[config.mk]
export PLATFORM = sky130hd
export DESIGN_NAME = short_check_seq
export DESIGN_NICKNAME = d
export VERILOG_FILES = /design/src/rtl/shortchk_pkg.sv /design/src/rtl/shortchk_dp.sv /design/src/rtl/shortchk_ctrl.sv /design/src/rtl/short_check_seq.sv
export SDC_FILE = /design/constraint.sdc
export NUM_CORES = 1
export LEC_CHECK = 0
export BUFFER_PORTS_ARGS = -buffer_cell sky130_fd_sc_hd__buf_2
export CORE_UTILIZATION = 25
export DETAILED_ROUTE_END_ITERATION = 8
export SYNTH_ARGS = -nofsm -noshare
export SYNTH_HDL_FRONTEND = slang
export SYNTH_SLANG_ARGS = --single-unit
[constraint.sdc]
create_clock -name clk -period 1.9 [get_ports clk]
set_input_delay 0.19 -clock clk [delete_from_list [all_inputs] [get_ports clk]]
set_output_delay 0.19 -clock clk [all_outputs]
set_load 0.05 [all_outputs]
[src/rtl/shortchk_pkg.sv]
package shortchk_pkg;
  typedef enum logic [2:0] {
    ST_WAIT,
    ST_GND,
    ST_RAIL,
    ST_RETRY,
    ST_DONE
  } seqState_t;

  typedef struct packed {
    logic cntClear;
    logic cntRun;
    logic selRail;
  } dpCtl_t;

  localparam logic [1:0] PHASE_IDLE = 2'b00;
  localparam logic [1:0] PHASE_GND  = 2'b01;
  localparam logic [1:0] PHASE_RAIL = 2'b10;
  localparam logic [1:0] MODE_SE    = 2'b11;
endpackage

[src/rtl/shortchk_dp.sv]
module shortchk_dp
  import shortchk_pkg::*;
#(
  parameter int NUM_HB        = 4,
  parameter int SETTLE_CYCLES = 1000
) (
  input  logic              clk,
  input  logic              rstN,
  input  dpCtl_t            ctl,
  input  logic [NUM_HB-1:0] gndShort,
  input  logic [NUM_HB-1:0] railShort,
  output logic              settleDone,
  output logic              shortHit
);
  localparam int CW = (SETTLE_CYCLES > 1) ? $clog2(SETTLE_CYCLES) : 1;
  localparam logic [CW-1:0] LAST = CW'(SETTLE_CYCLES - 1);

  logic [CW-1:0]     cnt;
  logic [NUM_HB-1:0] hitVec;

  // pick the comparator set for the active phase, per half-bridge
  genvar i;
  generate
    for (i = 0; i < NUM_HB; i++) begin : g_hb
      assign hitVec[i] = ctl.selRail ? railShort[i] : gndShort[i];
    end
  endgenerate

  assign shortHit   = |hitVec;
  assign settleDone = ctl.cntRun && (cnt == LAST);

  always_ff @(posedge clk or negedge rstN) begin
    if (!rstN) begin
      cnt <= '0;
    end else if (ctl.cntClear || settleDone) begin
      cnt <= '0;
    end else if (ctl.cntRun) begin
      cnt <= cnt + 1'b1;
    end
  end

  // the settle counter never runs past its programmed window
  assert_cnt_bound_R8: assert property (@(posedge clk) disable iff (!rstN)
    int'(cnt) < SETTLE_CYCLES);
endmodule

[src/rtl/shortchk_ctrl.sv]
module shortchk_ctrl
  import shortchk_pkg::*;
(
  input  logic       clk,
  input  logic       rstN,
  input  logic       supplyGood,
  input  logic [1:0] cfgMode,
  input  logic       devResetN,
  input  logic       settleDone,
  input  logic       shortHit,
  output dpCtl_t     ctl,
  output logic [1:0] testPhase,
  output logic       hizHold,
  output logic       shutdownN,
  output logic       startDone
);
  seqState_t state, nextState;

  always_comb begin
    nextState    = state;
    ctl.cntClear = 1'b0;
    ctl.cntRun   = 1'b0;
    ctl.selRail  = (state == ST_RAIL);
    unique case (state)
      ST_WAIT: begin
        ctl.cntClear = 1'b1;
        if (supplyGood) nextState = (cfgMode == MODE_SE) ? ST_DONE : ST_GND;
      end
      ST_GND: begin
        ctl.cntRun = 1'b1;
        if (settleDone) nextState = shortHit ? ST_RETRY : ST_RAIL;
      end
      ST_RAIL: begin
        ctl.cntRun = 1'b1;
        if (settleDone) nextState = shortHit ? ST_RETRY : ST_DONE;
      end
      ST_RETRY: begin
        ctl.cntRun = 1'b1;
        if (settleDone) nextState = ST_GND;
      end
      ST_DONE: begin
        ctl.cntClear = 1'b1;
      end
      default: nextState = ST_WAIT;
    endcase
  end

  always_ff @(posedge clk or negedge rstN) begin
    if (!rstN) state <= ST_WAIT;
    else       state <= nextState;
  end

  always_comb begin
    unique case (state)
      ST_GND:  testPhase = PHASE_GND;
      ST_RAIL: testPhase = PHASE_RAIL;
      default: testPhase = PHASE_IDLE;
    endcase
  end

  // device reset only gates switching once startup has passed
  assign shutdownN = (state == ST_DONE);
  assign startDone = (state == ST_DONE) && devResetN;
  assign hizHold   = (state != ST_DONE) || !devResetN;

  // once passed, the sequence is never entered again
  assert_done_sticky_R6: assert property (@(posedge clk) disable iff (!rstN)
    (state == ST_DONE) |=> (state == ST_DONE));

  // the rail phase is entered only straight from the ground phase
  assert_rail_after_gnd_R2: assert property (@(posedge clk) disable iff (!rstN)
    $rose(state == ST_RAIL) |-> ($past(state) == ST_GND));

  // a short seen at the end of a phase keeps the outputs blocked
  assert_short_blocks_R3: assert property (@(posedge clk) disable iff (!rstN)
    (settleDone && shortHit && (state != ST_RETRY)) |=>
      (hizHold && !startDone && (testPhase == PHASE_IDLE)));

  // single-ended configuration skips both phases
  assert_skip_se_R7: assert property (@(posedge clk) disable iff (!rstN)
    ((state == ST_WAIT) && supplyGood && (cfgMode == MODE_SE)) |=>
      (shutdownN && (testPhase == PHASE_IDLE)));
endmodule

[src/rtl/short_check_seq.sv]
module short_check_seq
  import shortchk_pkg::*;
#(
  parameter int NUM_HB        = 4,
  parameter int SETTLE_CYCLES = 1000
) (
  input  logic              clk,
  input  logic              rstN,
  input  logic              supplyGood,
  input  logic [1:0]        cfgMode,
  input  logic              devResetN,
  input  logic [NUM_HB-1:0] gndShort,
  input  logic [NUM_HB-1:0] railShort,
  output logic [1:0]        testPhase,
  output logic              hizHold,
  output logic              shutdownN,
  output logic              startDone
);
  dpCtl_t ctl;
  logic   settleDone;
  logic   shortHit;

  shortchk_ctrl u_ctrl (
    .clk        (clk),
    .rstN       (rstN),
    .supplyGood (supplyGood),
    .cfgMode    (cfgMode),
    .devResetN  (devResetN),
    .settleDone (settleDone),
    .shortHit   (shortHit),
    .ctl        (ctl),
    .testPhase  (testPhase),
    .hizHold    (hizHold),
    .shutdownN  (shutdownN),
    .startDone  (startDone)
  );

  shortchk_dp #(
    .NUM_HB        (NUM_HB),
    .SETTLE_CYCLES (SETTLE_CYCLES)
  ) u_dp (
    .clk        (clk),
    .rstN       (rstN),
    .ctl        (ctl),
    .gndShort   (gndShort),
    .railShort  (railShort),
    .settleDone (settleDone),
    .shortHit   (shortHit)
  );

  // switching is never granted while shutdown is indicated
  assert_shutdown_blocks_R4: assert property (@(posedge clk) disable iff (!rstN)
    !shutdownN |-> (!startDone && hizHold));
endmodule

; ---- Word level (Yosys, flattened, before mapping)
; Index checks and enable logic that the tools add are counted.
[classes]
n_reduce_logical = 11
n_bitwise = 1
n_eq_ne = 11
n_mux = 17
addsub = 1
[ops]
columns = op, n
row1 = 10-bit 2-to-1 mux, 2
row2 = 3-bit 2-to-1 mux, 6
row3 = 3-bit one-hot mux with 5 select lines, 1
row4 = 10-bit by 1-bit adder with 10-bit output (second input constant), 1
row5 = 10-bit equality test (second input constant), 1
row6 = 1-bit 2-to-1 mux, 7
row7 = 3-bit by 2-bit equality test with 1-bit output (second input constant), 2
row8 = 5-bit AND reduction, 1
row9 = 2-bit by 1-bit inequality test with 1-bit output (second input constant), 2
row10 = 2-bit inequality test (second input constant), 2
row11 = 2-bit one-hot mux with 2 select lines, 1
row12 = 4-bit OR reduction, 1
row13 = 3-bit by 1-bit equality test with 1-bit output (second input constant), 1
row14 = 3-bit equality test (second input constant), 1
row15 = 3-bit logical NOT, 1
row16 = 3-bit inequality test (second input constant), 1
row17 = 3-bit OR reduction, 1
row18 = 2-bit equality test (second input constant), 1
row19 = 1-bit logical AND, 2
row20 = 1-bit logical OR, 2
row21 = 2-bit nonzero test, 1
row22 = 2-bit OR reduction, 1
row23 = 1-bit logical NOT, 1
row24 = 1-bit NOT, 1
[word_totals]
register_bits = 13
in_bits = 14
out_inout_bits = 5
elab_cells = 43

; ---- Longest topological paths before layout
; Gate-level depths: netlist of run 1.
[logic_depth]
ltp_word = 6
ltp_mapped = 5
ltp_nobuf = 5

; ---- Hierarchy
; A second synthesis of run 1 with hierarchy kept.
[unflattened]
cells_unflattened = 85
hier_area_um2 = 767.0
[by_module_without_submodules]
columns = module, n_inst, seq_area_each_um2, cells_per_inst, area_each_um2
row1 = shortchk_dp, 1, 250.2, 56, 541.8
row2 = shortchk_ctrl, 1, 75.1, 29, 225.2

; ---- Worst setup path before layout of run 1
; OpenSTA, ideal clock, no wires.
[synth_timing]
path_type = register -> output
startpoint = register u_ctrl.state[0]
endpoint = output port startDone
path_slack_ns = -0.344
stages_incl_launch_ff = 6
t_required_ns = 1.710
arrival_ns = 2.054
n_path_buf = 1
cell_sequence = dfrtp_1 -> buf_2 -> nor2_1 -> and2_1 -> nand2_1 -> inv_1
[synth_between]
elab_chain_cells = 2
[synth_lines]
columns = element, line
row1 = "start, declared", shortchk_ctrl.sv:17  ; seqState_t state, nextState;
row2 = "start signal, assigned", shortchk_ctrl.sv:50  ; else state <= nextState;
row3 = 3-bit equality test, n/a
row4 = named net shutdownN, short_check_seq.sv:16  ; output logic shutdownN,
row5 = 1-bit logical AND, shortchk_ctrl.sv:63  ; assign startDone = (state == ST_DONE) && devResetN;
row6 = "end, declared", short_check_seq.sv:17  ; output logic startDone
; The timed path passes the listed nets, and every way through them passes these cells.

; ---- Worst setup path in the final report of run 1
[layout_timing]
startpoint = register u_ctrl.state[1]
endpoint = output port hizHold
[layout_between]
elab_chain_cells = 2
[layout_lines]
columns = element, line
row1 = 3-bit inequality test, shortchk_ctrl.sv:64  ; assign hizHold = (state != ST_DONE) || !devResetN;
row2 = 1-bit logical OR, shortchk_ctrl.sv:64
row3 = "end, declared", short_check_seq.sv:15  ; output logic hizHold,
; Every way passes these cells.

==> results.cfg, run 1 <==
[outcome]
outcome = completed

[pwr]
p_leak_nw = 0.418
vdd_ir_drop_max_mv = 0.224
powerDensity_mw_per_mm2 = 1090

[floorplanning]
num_io_pins = 19
die-width_um = 58.3
core_mm2 = 0.00303
die_area_mm2 = 0.00340
die_y_um = 58.3
start_util = 0.262
num_rows = 20

[layout]
fin_cells = 148
fillers = 321
diodes = 0
syn2layout_area_growth_pct = 20.7
seq_area_um2 = 325
fin_nets = 120
drive_above_1_share = 0.298
multiInputGateArea_um2 = 442

[logic_synthesis]
synth.distinct_cells = 34
syn_nets = 99
async_reset_ff_frac = 1.00
ys.flop_type = dfrtp_1
synth_area_leaders = dfrtp_1, nor2_1, xor2_1
yosysSeqAreaShare = 0.411
synth-seq-cells = 13
synth_top_area_cell = dfrtp_1
syn_area_um2 = 792
synth_common_cells = nor2_1, dfrtp_1, xor2_1, nand3_1, xnor2_1
ys_warn_count = 0
syn_avg_cell_area_um2 = 9.43
synth-edff-count = 0
yosysMostFrequentCell = nor2_1
yosysTopAreaCellShare = 0.411
syn_inst = 84

[drt]
firstDrtPassIters = 4
vias_per_cell = 4.53
wl_met3_um = 65
maxUsedRoutingLayer = met3
met2WireLength_um = 752
postRouteAntennaNets = 0
vias = 671
routed_wl_um = 1590
met1_length_um = 768
drt-initial-drc-count = 37
wl_per_cell_um = 10.7
drcViolationCount = 0

[grt]
grt_overflow = 0
grt_usage = 0.101
antenna_found_initial = 0
grt_max_degree = 14
grt_pass1_vias = 653
grt_first_pass_wirelength_um = 2630

[clock_network]
clkTransAtPathRegs_ns = 0.08
cts_sinks = 13
cts_setup_buffers = 0
cts_max_level = 1
cts_root_buffer = clkbuf_4
cts_tree = done
cts_buffers = 3
cts_max_path_buffers = 2
clock_latency_ns = 0.27

[sta]
finalSetupViolCount = 0
slew_headroom = 0.674
slew_viol_final = 0
finalSetupTns_ns = 0
worst_slew_pin_slew_ns = 0.484
post-route-min-period_ns = 1.76
max_freq_mhz = 569
rsz0062_at_grt = false
fin_skew_ns = 0.00773
fin_crit_sh = 0.924
timing.hold.ws_ns = 0.329
hold_violations = 0

[setup_path]
crit_path_end_kind = output pin
arrival_ns = 1.57
worstPathRequired_ns = 1.71
worst_setup_path_start_kind = flop
cp_cell_sequence = nor2_1, and2_2, nand2_2, buf_2
slowest_stage = dfrtp_1
slowest_delay_ns = 0.59
critPathMaxFanout = 13
path_class = reg -> out

[min_path]
hold_path_class = in -> async

[placed_design]
numPortBuffers = 18
gp_congestion = 0.778
dpl.hpwl_um = 1190
placed_cells = 143

[flow_run]
drv_cap = 0
-- final timing paths --
kind                                                  start                     endpoint  slack, ns  cells past startpoint
worst max-delay path            u_ctrl.state[1]$_DFFE_PN0P_                      hizHold       0.14                      4
worst min-delay path                                   rstN      u_dp.cnt[9]$_DFFE_PN0P_       0.33                      2
worst max register to register  u_ctrl.state[2]$_DFFE_PN0P_  u_ctrl.state[0]$_DFFE_PN0P_       0.34                      4
worst min register to register      u_dp.cnt[8]$_DFFE_PN0P_      u_dp.cnt[8]$_DFFE_PN0P_       0.55                      2
max in group asynchronous                              rstN      u_dp.cnt[2]$_DFFE_PN0P_       1.34                      2
min in group clk                                 cfgMode[1]  u_ctrl.state[2]$_DFFE_PN0P_       0.36                      5
-- layer usage --
metal / track usage / up-vias
li1: - / 338
met4: 0.0340 / 0
met5: 0 / -
met3: 0.0290 / 0
met2: 0.184 / 19
met1: 0.111 / 314
-- stage by stage --
step                      worst slack [ns]  power, W  area [um2]   util
after floorplan                      0.134  0.000814         800      -
after global placement               0.410  0.000868         920  0.304
after detailed placement             0.343  0.000882         920  0.304
after CTS                            0.126   0.00106         956  0.316
after global routing                0.0404   0.00113         956  0.316
final                                0.144   0.00104         956  0.316
-- power by group --
group	total, W	internal, W	switching (W)
Sequential	0.000491	0.000358	0.000133
Clock	0.000168	0.0000812	0.0000865
Combinational	0.000385	0.000165	0.000221
Total	0.00104	0.000604	0.000440
-- final cells by class --
type / count / area share
Multi-Input combinational cell: 67 / 0.462
Sequential cell: 13 / 0.340
Timing Repair Buffer: 19 / 0.105
Tap cell: 44 / 0.0576
Clock buffer: 4 / 0.0275
Inverter: 1 / 0.00785
-- sequential cells by signal (all words and copies together), names as in the netlist --
register and flops:
u_ctrl.state 3, u_dp.cnt 10
-- critical path: cells and delay by family, from the launching register on --
kind          cells  cell delay, ns
flops             1            0.59
buf+inv           1            0.27
simple gates      3            0.44
-- logic make-up (layout without fill, tap and decap cells) --
family / Yosys count / count (layout) / synth area share
flops: 13 / 13 / 0.411
compound gates: 13 / 13 / 0.126
xor+xnor: 9 / 9 / 0.0995
buf+inv: 4 / 24 / 0.0363
simple gates: 44 / 44 / 0.311
fa+ha+maj: 1 / 1 / 0.0158
-- timing repair --
| action | CTS | global route |
|---|---|---|
| hold buffers | 1 | 0 |
| endpoints found under the hold margin | 13 | 0 |
| resized for setup | 0 | 0 |
-- cells in the final DEF, fill, tap and decap left out, drive strengths merged --
cell type    instances
nor3                 2
nor4                 2
nor2b                3
clkinvlp             1
nand2b               2
xor2                 5
and3                 3
buf                 18
nor3b                1
o21a                 1
dlygate4sd3          1
nand3b               2
a2111oi              1
nand2                3
a211oi               3
o21ai                2
and4bb               1
nor2                16
nand3                4
nand4                1
o22ai                2
ha                   1
dfrtp               13
nand4bb              1
a31oi                1
clkbuf               4
a21oi                3
and4                 1
xnor2                4
and2                 2
Note: power is estimated with default switching activity, not from simulation.
==> run 2, diff against run 1 <==
--- a/config.mk
+++ b/config.mk
@@ -8,6 +8,8 @@
 export BUFFER_PORTS_ARGS = -buffer_cell sky130_fd_sc_hd__buf_2
 export CORE_UTILIZATION = 25
 export DETAILED_ROUTE_END_ITERATION = 8
+export PLACE_DENSITY = 0.5
+export REMOVE_ABC_BUFFERS = 1
 export SYNTH_ARGS = -nofsm -noshare
 export SYNTH_HDL_FRONTEND = slang
 export SYNTH_SLANG_ARGS = --single-unit
==> constraint.sdc (replaced) <==
create_clock -name clk -period 1.9 [get_ports clk]
set_input_delay 0.19 -clock clk [delete_from_list [all_inputs] [get_ports clk]]
set_output_delay 0.19 -clock clk [all_outputs]
set_load 0.02 [all_outputs]
==> run 2 against run 1 <==
Via count grew 0.45%. Sequential share of layout area barely moved. Largest power group unchanged. Global-route usage grew 1.3 points. Critical endpoint is now startDone. Worst hold slack lost 0.030 ns. Die area stayed put. Sequential power about the same. Final cell count rose by 0.68%. Clock skew down 0.0062 ns. Total power shrank 4.0%. Final area increased by 0.13%. Utilization about the same.
==> results.cfg, run 2 (synthesis gave the netlist of run 1 again) <==
[min_path]
hold_depth = 5
worstHoldEndpoint = u_ctrl.state[2]$_DFFE_PN0P_
hold_start = cfgMode[1]
hold_path_class = in -> reg

[setup_path]
worst-r2r-cell-count = 4
timing.critical_path.buf_inv = 2
critPathMaxFanout = 13
slowest_stage = dfrtp_1
worst_setup_path_start_kind = flop
rrSetupSlack_ns = 0.35
slowest_delay_ns = 0.53
arrival_ns = 1.49
reg2reg_from = u_ctrl.state[1]$_DFFE_PN0P_
crit_family = flip-flops
cp_cell_sequence = nor2_1, and2_1, nand2_1, inv_1, buf_2
r2r-end = u_ctrl.state[0]$_DFFE_PN0P_
crit_path_end_kind = output pin
worstPathRequired_ns = 1.71
path_class = reg -> out

[floorplanning]
num_io_pins = 19
die-width_um = 58.3
start_util = 0.262
die_area_mm2 = 0.00340
core_mm2 = 0.00303
num_rows = 20
die_y_um = 58.3

[pwr]
p_seq_frac = 0.489
p_leak_nw = 0.435
powerDensity_mw_per_mm2 = 1050
p_comb_frac = 0.342
clockPowerShare = 0.170
switching_power_w = 0.000401
p_int_w = 0.000602
vdd_ir_drop_max_mv = 0.420
swShare = 0.400

[sta]
rsz0062_at_grt = false
hold_violations = 0
finalSetupViolCount = 0
slew_viol_final = 0
max_freq_mhz = 596
finalSetupTns_ns = 0
fin_crit_sh = 0.883
slew_headroom = 0.710
worst_slew_pin_slew_ns = 0.431
fin_skew_ns = 0.00150
post-route-min-period_ns = 1.68

[clock_network]
cts_tree = done
cts_setup_buffers = 0
cts_root_buffer = clkbuf_4
clkTransAtPathRegs_ns = 0.08
cts_max_level = 1
cts_sinks = 13
clock_latency_ns = 0.28
cts_max_path_buffers = 2
cts_buffers = 3

[grt]
grt_usage = 0.113
gr-usage-met1 = 0.131
grt_first_pass_wirelength_um = 2860
grt.busiest_layer = met2
grt_overflow = 0
use_met2 = 0.187
grt_util_met3 = 0.0402
grt_max_degree = 14
grt_pass1_vias = 675
antenna_found_initial = 0

[drt]
firstDrtPassIters = 4
postRouteAntennaNets = 0
wl_per_cell_um = 10.5
vias = 674
drt-initial-drc-count = 31
drcViolationCount = 0
routed_wl_um = 1570
vias_per_cell = 4.52

[layout]
reg_top3 = u_dp.cnt: 10 flops, u_ctrl.state: 3 flops
fin_cells = 149
largest_register_ffs = 10
drive_above_1_share = 0.286
top_register = u_dp.cnt
fin_nets = 121
final_common_cell = buf_2
final_cell_mix = buf_2, nor2_1, dfrtp_1
diodes = 0
syn2layout_area_growth_pct = 20.9

[placed_design]
gp_congestion = 0.787
numPortBuffers = 18
dpl.hpwl_um = 1160
placed_cells = 144

[outcome]
outcome = completed

[flow_run]
drv_cap = 0
-- run 2: through the flow --
step | hold slack [ns] | total power, W | instance area [um2] | setup slack (ns) | util
after CTS | 0.294 | 0.00102 | 957 | 0.182 | 0.316
final | 0.299 | 0.00100 | 957 | 0.222 | 0.316
after global routing | 0.331 | 0.00111 | 957 | 0.0622 | 0.316
after detailed placement | 0.0992 | 0.000837 | 920 | 0.382 | 0.304
after floorplan | -0.106 | 0.000728 | 767 | 0.387 | -
after global placement | 0.0945 | 0.000828 | 920 | 0.447 | 0.304
-- run 2: power by group through the flow --
stage	combinational, W	sequential [W]	clock (W)
global placement	0.000342	0.000486	0
CTS	0.000349	0.000488	0.000186
global route	0.000396	0.000517	0.000199
floorplan	0.000264	0.000464	0
detailed placement	0.000345	0.000492	0
finish	0.000343	0.000490	0.000170
-- run 2: repair_timing --
action	CTS	global route
hold buffers	1	0
endpoints found under the hold margin	13	0
resized for setup	0	0
-- run 2: how the worst max path moves through the flow --
| stage | from | end | cells past startpoint |
|---|---|---|---|
| floorplan | u_ctrl.state[1]$_DFFE_PN0P_ | startDone | 4 |
| global placement | u_dp.cnt[3]$_DFFE_PN0P_ | u_dp.cnt[7]$_DFFE_PN0P_ | 4 |
| detailed placement | u_ctrl.state[1]$_DFFE_PN0P_ | u_ctrl.state[0]$_DFFE_PN0P_ | 4 |
| CTS | u_ctrl.state[1]$_DFFE_PN0P_ | startDone | 5 |
| global route | u_ctrl.state[1]$_DFFE_PN0P_ | startDone | 5 |
| finish | u_ctrl.state[1]$_DFFE_PN0P_ | startDone | 5 |
-- run 2: metal layers --
metal	routed length [um]	up-vias
met5	0	-
met4	16	0
met3	108	4
met2	721	26
met1	722	303
li1	-	341
-- run 2: worst register-to-register path, stage by stage, from the launching register on --
cell and delay [ns]:
dfrtp_1 0.60, nand2b_1 0.16, o22ai_1 0.24, a211oi_1 0.09, a2111oi_2 0.36
-- run 2: final cells by class --
class,instances,area (um2)
clock buffer,3,22.5
timing repair buffer,20,108
sequential,13,325
clock inverter,1,5.00
fill,320,2070
multi-input combinational,67,438
tap,44,55.1
inverter,1,3.75
==> run 3, diff against run 2 <==
--- a/config.mk
+++ b/config.mk
@@ -5,10 +5,10 @@
 export SDC_FILE = /design/constraint.sdc
 export NUM_CORES = 1
 export LEC_CHECK = 0
-export BUFFER_PORTS_ARGS = -buffer_cell sky130_fd_sc_hd__buf_2
 export CORE_UTILIZATION = 25
 export DETAILED_ROUTE_END_ITERATION = 8
-export PLACE_DENSITY = 0.5
+export DONT_BUFFER_PORTS = 1
+export PLACE_DENSITY = 0.45
 export REMOVE_ABC_BUFFERS = 1
 export SYNTH_ARGS = -nofsm -noshare
 export SYNTH_HDL_FRONTEND = slang
==> run 3 against run 2 <==
Combinational power decreased by 9.0%. Final area fell by 9.4%. First-iteration DRC count decreased by 16%. Total power decreased by 2.3%. Via count down 5.6%. Clock power up 4%. Utilization down 3.0 points. Critical path type unchanged. Critical endpoint is now hizHold.
==> results.cfg, run 3 (synthesis gave the netlist of run 1 again) <==
[outcome]
outcome = completed

[pwr]
p_seq_frac = 0.501
vdd_ir_drop_max_mv = 0.338
fin_total_pwr_w = 0.000979
switching_power_w = 0.000396
p_comb_frac = 0.318
swShare = 0.405
p_leak_nw = 0.358
p_int_w = 0.000583
powerDensity_mw_per_mm2 = 1130
clockPowerShare = 0.181

[grt]
grt_pass1_vias = 598
grt_usage = 0.105
grt_first_pass_wirelength_um = 2720
grt_max_degree = 14
antenna_found_initial = 0
grt_overflow = 0

[floorplanning]
die-width_um = 58.3
num_rows = 20
start_util = 0.262
num_io_pins = 19
die_y_um = 58.3
die_area_mm2 = 0.00340
core_mm2 = 0.00303

[setup_path]
cp_cell_sequence = nor2_1, and2_2, nand2_1, buf_4
slowest_delay_ns = 0.53
critPathMaxFanout = 13
crit_family = simple AND/OR/NAND/NOR gates
slowest_stage = dfrtp_1
arrival_ns = 1.55
worstPathRequired_ns = 1.71
crit_path_end_kind = output pin
timing.critical_path.buf_inv = 1
path_class = reg -> out
worst_setup_path_start_kind = flop

[clock_network]
cts_root_buffer = clkbuf_4
cts_tree = done
clkTransAtPathRegs_ns = 0.08
cts_buffers = 3
cts_max_path_buffers = 2
cts_max_level = 1
cts_sinks = 13
clock_latency_ns = 0.28
cts_setup_buffers = 0

[sta]
timing.hold.ws_ns = 0.248
rsz0062_at_grt = false
hold_violations = 0
fin_skew_ns = 0.00566
post-route-min-period_ns = 1.74
worst_slew_pin_slew_ns = 0.605
fin_crit_sh = 0.914
slew_headroom = 0.596
finalSetupTns_ns = 0
finalSetupViolCount = 0
slew_viol_final = 0
max_freq_mhz = 576

[drt]
postRouteAntennaNets = 0
vias = 636
firstDrtPassIters = 4
routed_wl_um = 1600
wl_per_cell_um = 12.2
drcViolationCount = 0
drt-initial-drc-count = 26
vias_per_cell = 4.85

[placed_design]
dpl.hpwl_um = 1150
gp_congestion = 0.723
numPortBuffers = 0
placed_cell_area_um2 = 830

[layout]
final_cell_mix = nor2_1, dfrtp_1, xor2_1
top_register = u_dp.cnt
diodes = 0
final_common_cell = nor2_1
syn2layout_area_growth_pct = 9.48
reg_top3 = u_dp.cnt: 10 flops, u_ctrl.state: 3 flops
fin_util = 0.286
fin_nets = 103
final_area_um2 = 867
largest_register_ffs = 10
drive_above_1_share = 0.138

[flow_run]
drv_cap = 0

[min_path]
hold_path_class = in -> reg
## run 3: tightest hold or removal path, cell delays in order
cell	delay, ns
a31oi_1	0.06
nor2_1	0.10
a21oi_1	0.05
nor2_1	0.10
## run 3: power groups by stage
stage	combinational, W	sequential (W)	clock, W
floorplan	0.000264	0.000464	0
global placement	0.000304	0.000495	0
detailed placement	0.000308	0.000494	0
CTS	0.000317	0.000490	0.000181
global route	0.000358	0.000507	0.000195
finish	0.000312	0.000490	0.000177
## run 3: per-layer routing
metal | up-vias | global-route usage | share of wire
met5 | - | 0 | 0.0081
met4 | 2 | 0 | 0.0025
met3 | 2 | 0.0536 | 0.071
met2 | 30 | 0.158 | 0.42
met1 | 296 | 0.145 | 0.49
li1 | 306 | - | -
## run 3: per-stage QoR
| step | instances | setup WS, ns |
|---|---|---|
| 3_5_place_dp | 126 | 0.335 |
| 4_1_cts | 131 | 0.0753 |
| 3_3_place_gp | 126 | 0.397 |
| 2_1_floorplan | 81 | 0.387 |
| 6_report | 131 | 0.163 |
| 5_1_grt | 131 | 0.0516 |
## run 3: worst paths after layout
path	from	slack [ns]	cells after the start	endpoint
setup / recovery	u_ctrl.state[1]$_DFFE_PN0P_	0.16	4	hizHold
hold / removal	cfgMode[1]	0.25	4	u_ctrl.state[2]$_DFFE_PN0P_
setup reg to reg	u_ctrl.state[2]$_DFFE_PN0P_	0.35	4	u_ctrl.state[0]$_DFFE_PN0P_
hold reg to reg	u_dp.cnt[8]$_DFFE_PN0P_	0.54	2	u_dp.cnt[8]$_DFFE_PN0P_
max in group asynchronous	rstN	1.16	1	u_dp.cnt[9]$_DFFE_PN0P_
min in group asynchronous	rstN	0.35	1	u_dp.cnt[0]$_DFFE_PN0P_
## run 3: cell type report
cell class	instances	area, um2
inverters	1	3.75
flip-flops and latches	13	325
clock buffers	4	26.3
fillers	330	2160
well taps	44	55.1
repair buffers	2	17.5
multi-input cells	67	439
## run 3: timing repair
action / 4_1_cts / 5_1_grt
hold endpoints to repair: 13 / 0
hold buffers: 1 / 0
resized for setup: 0 / 1
endpoints found under the setup margin: 0 / 2
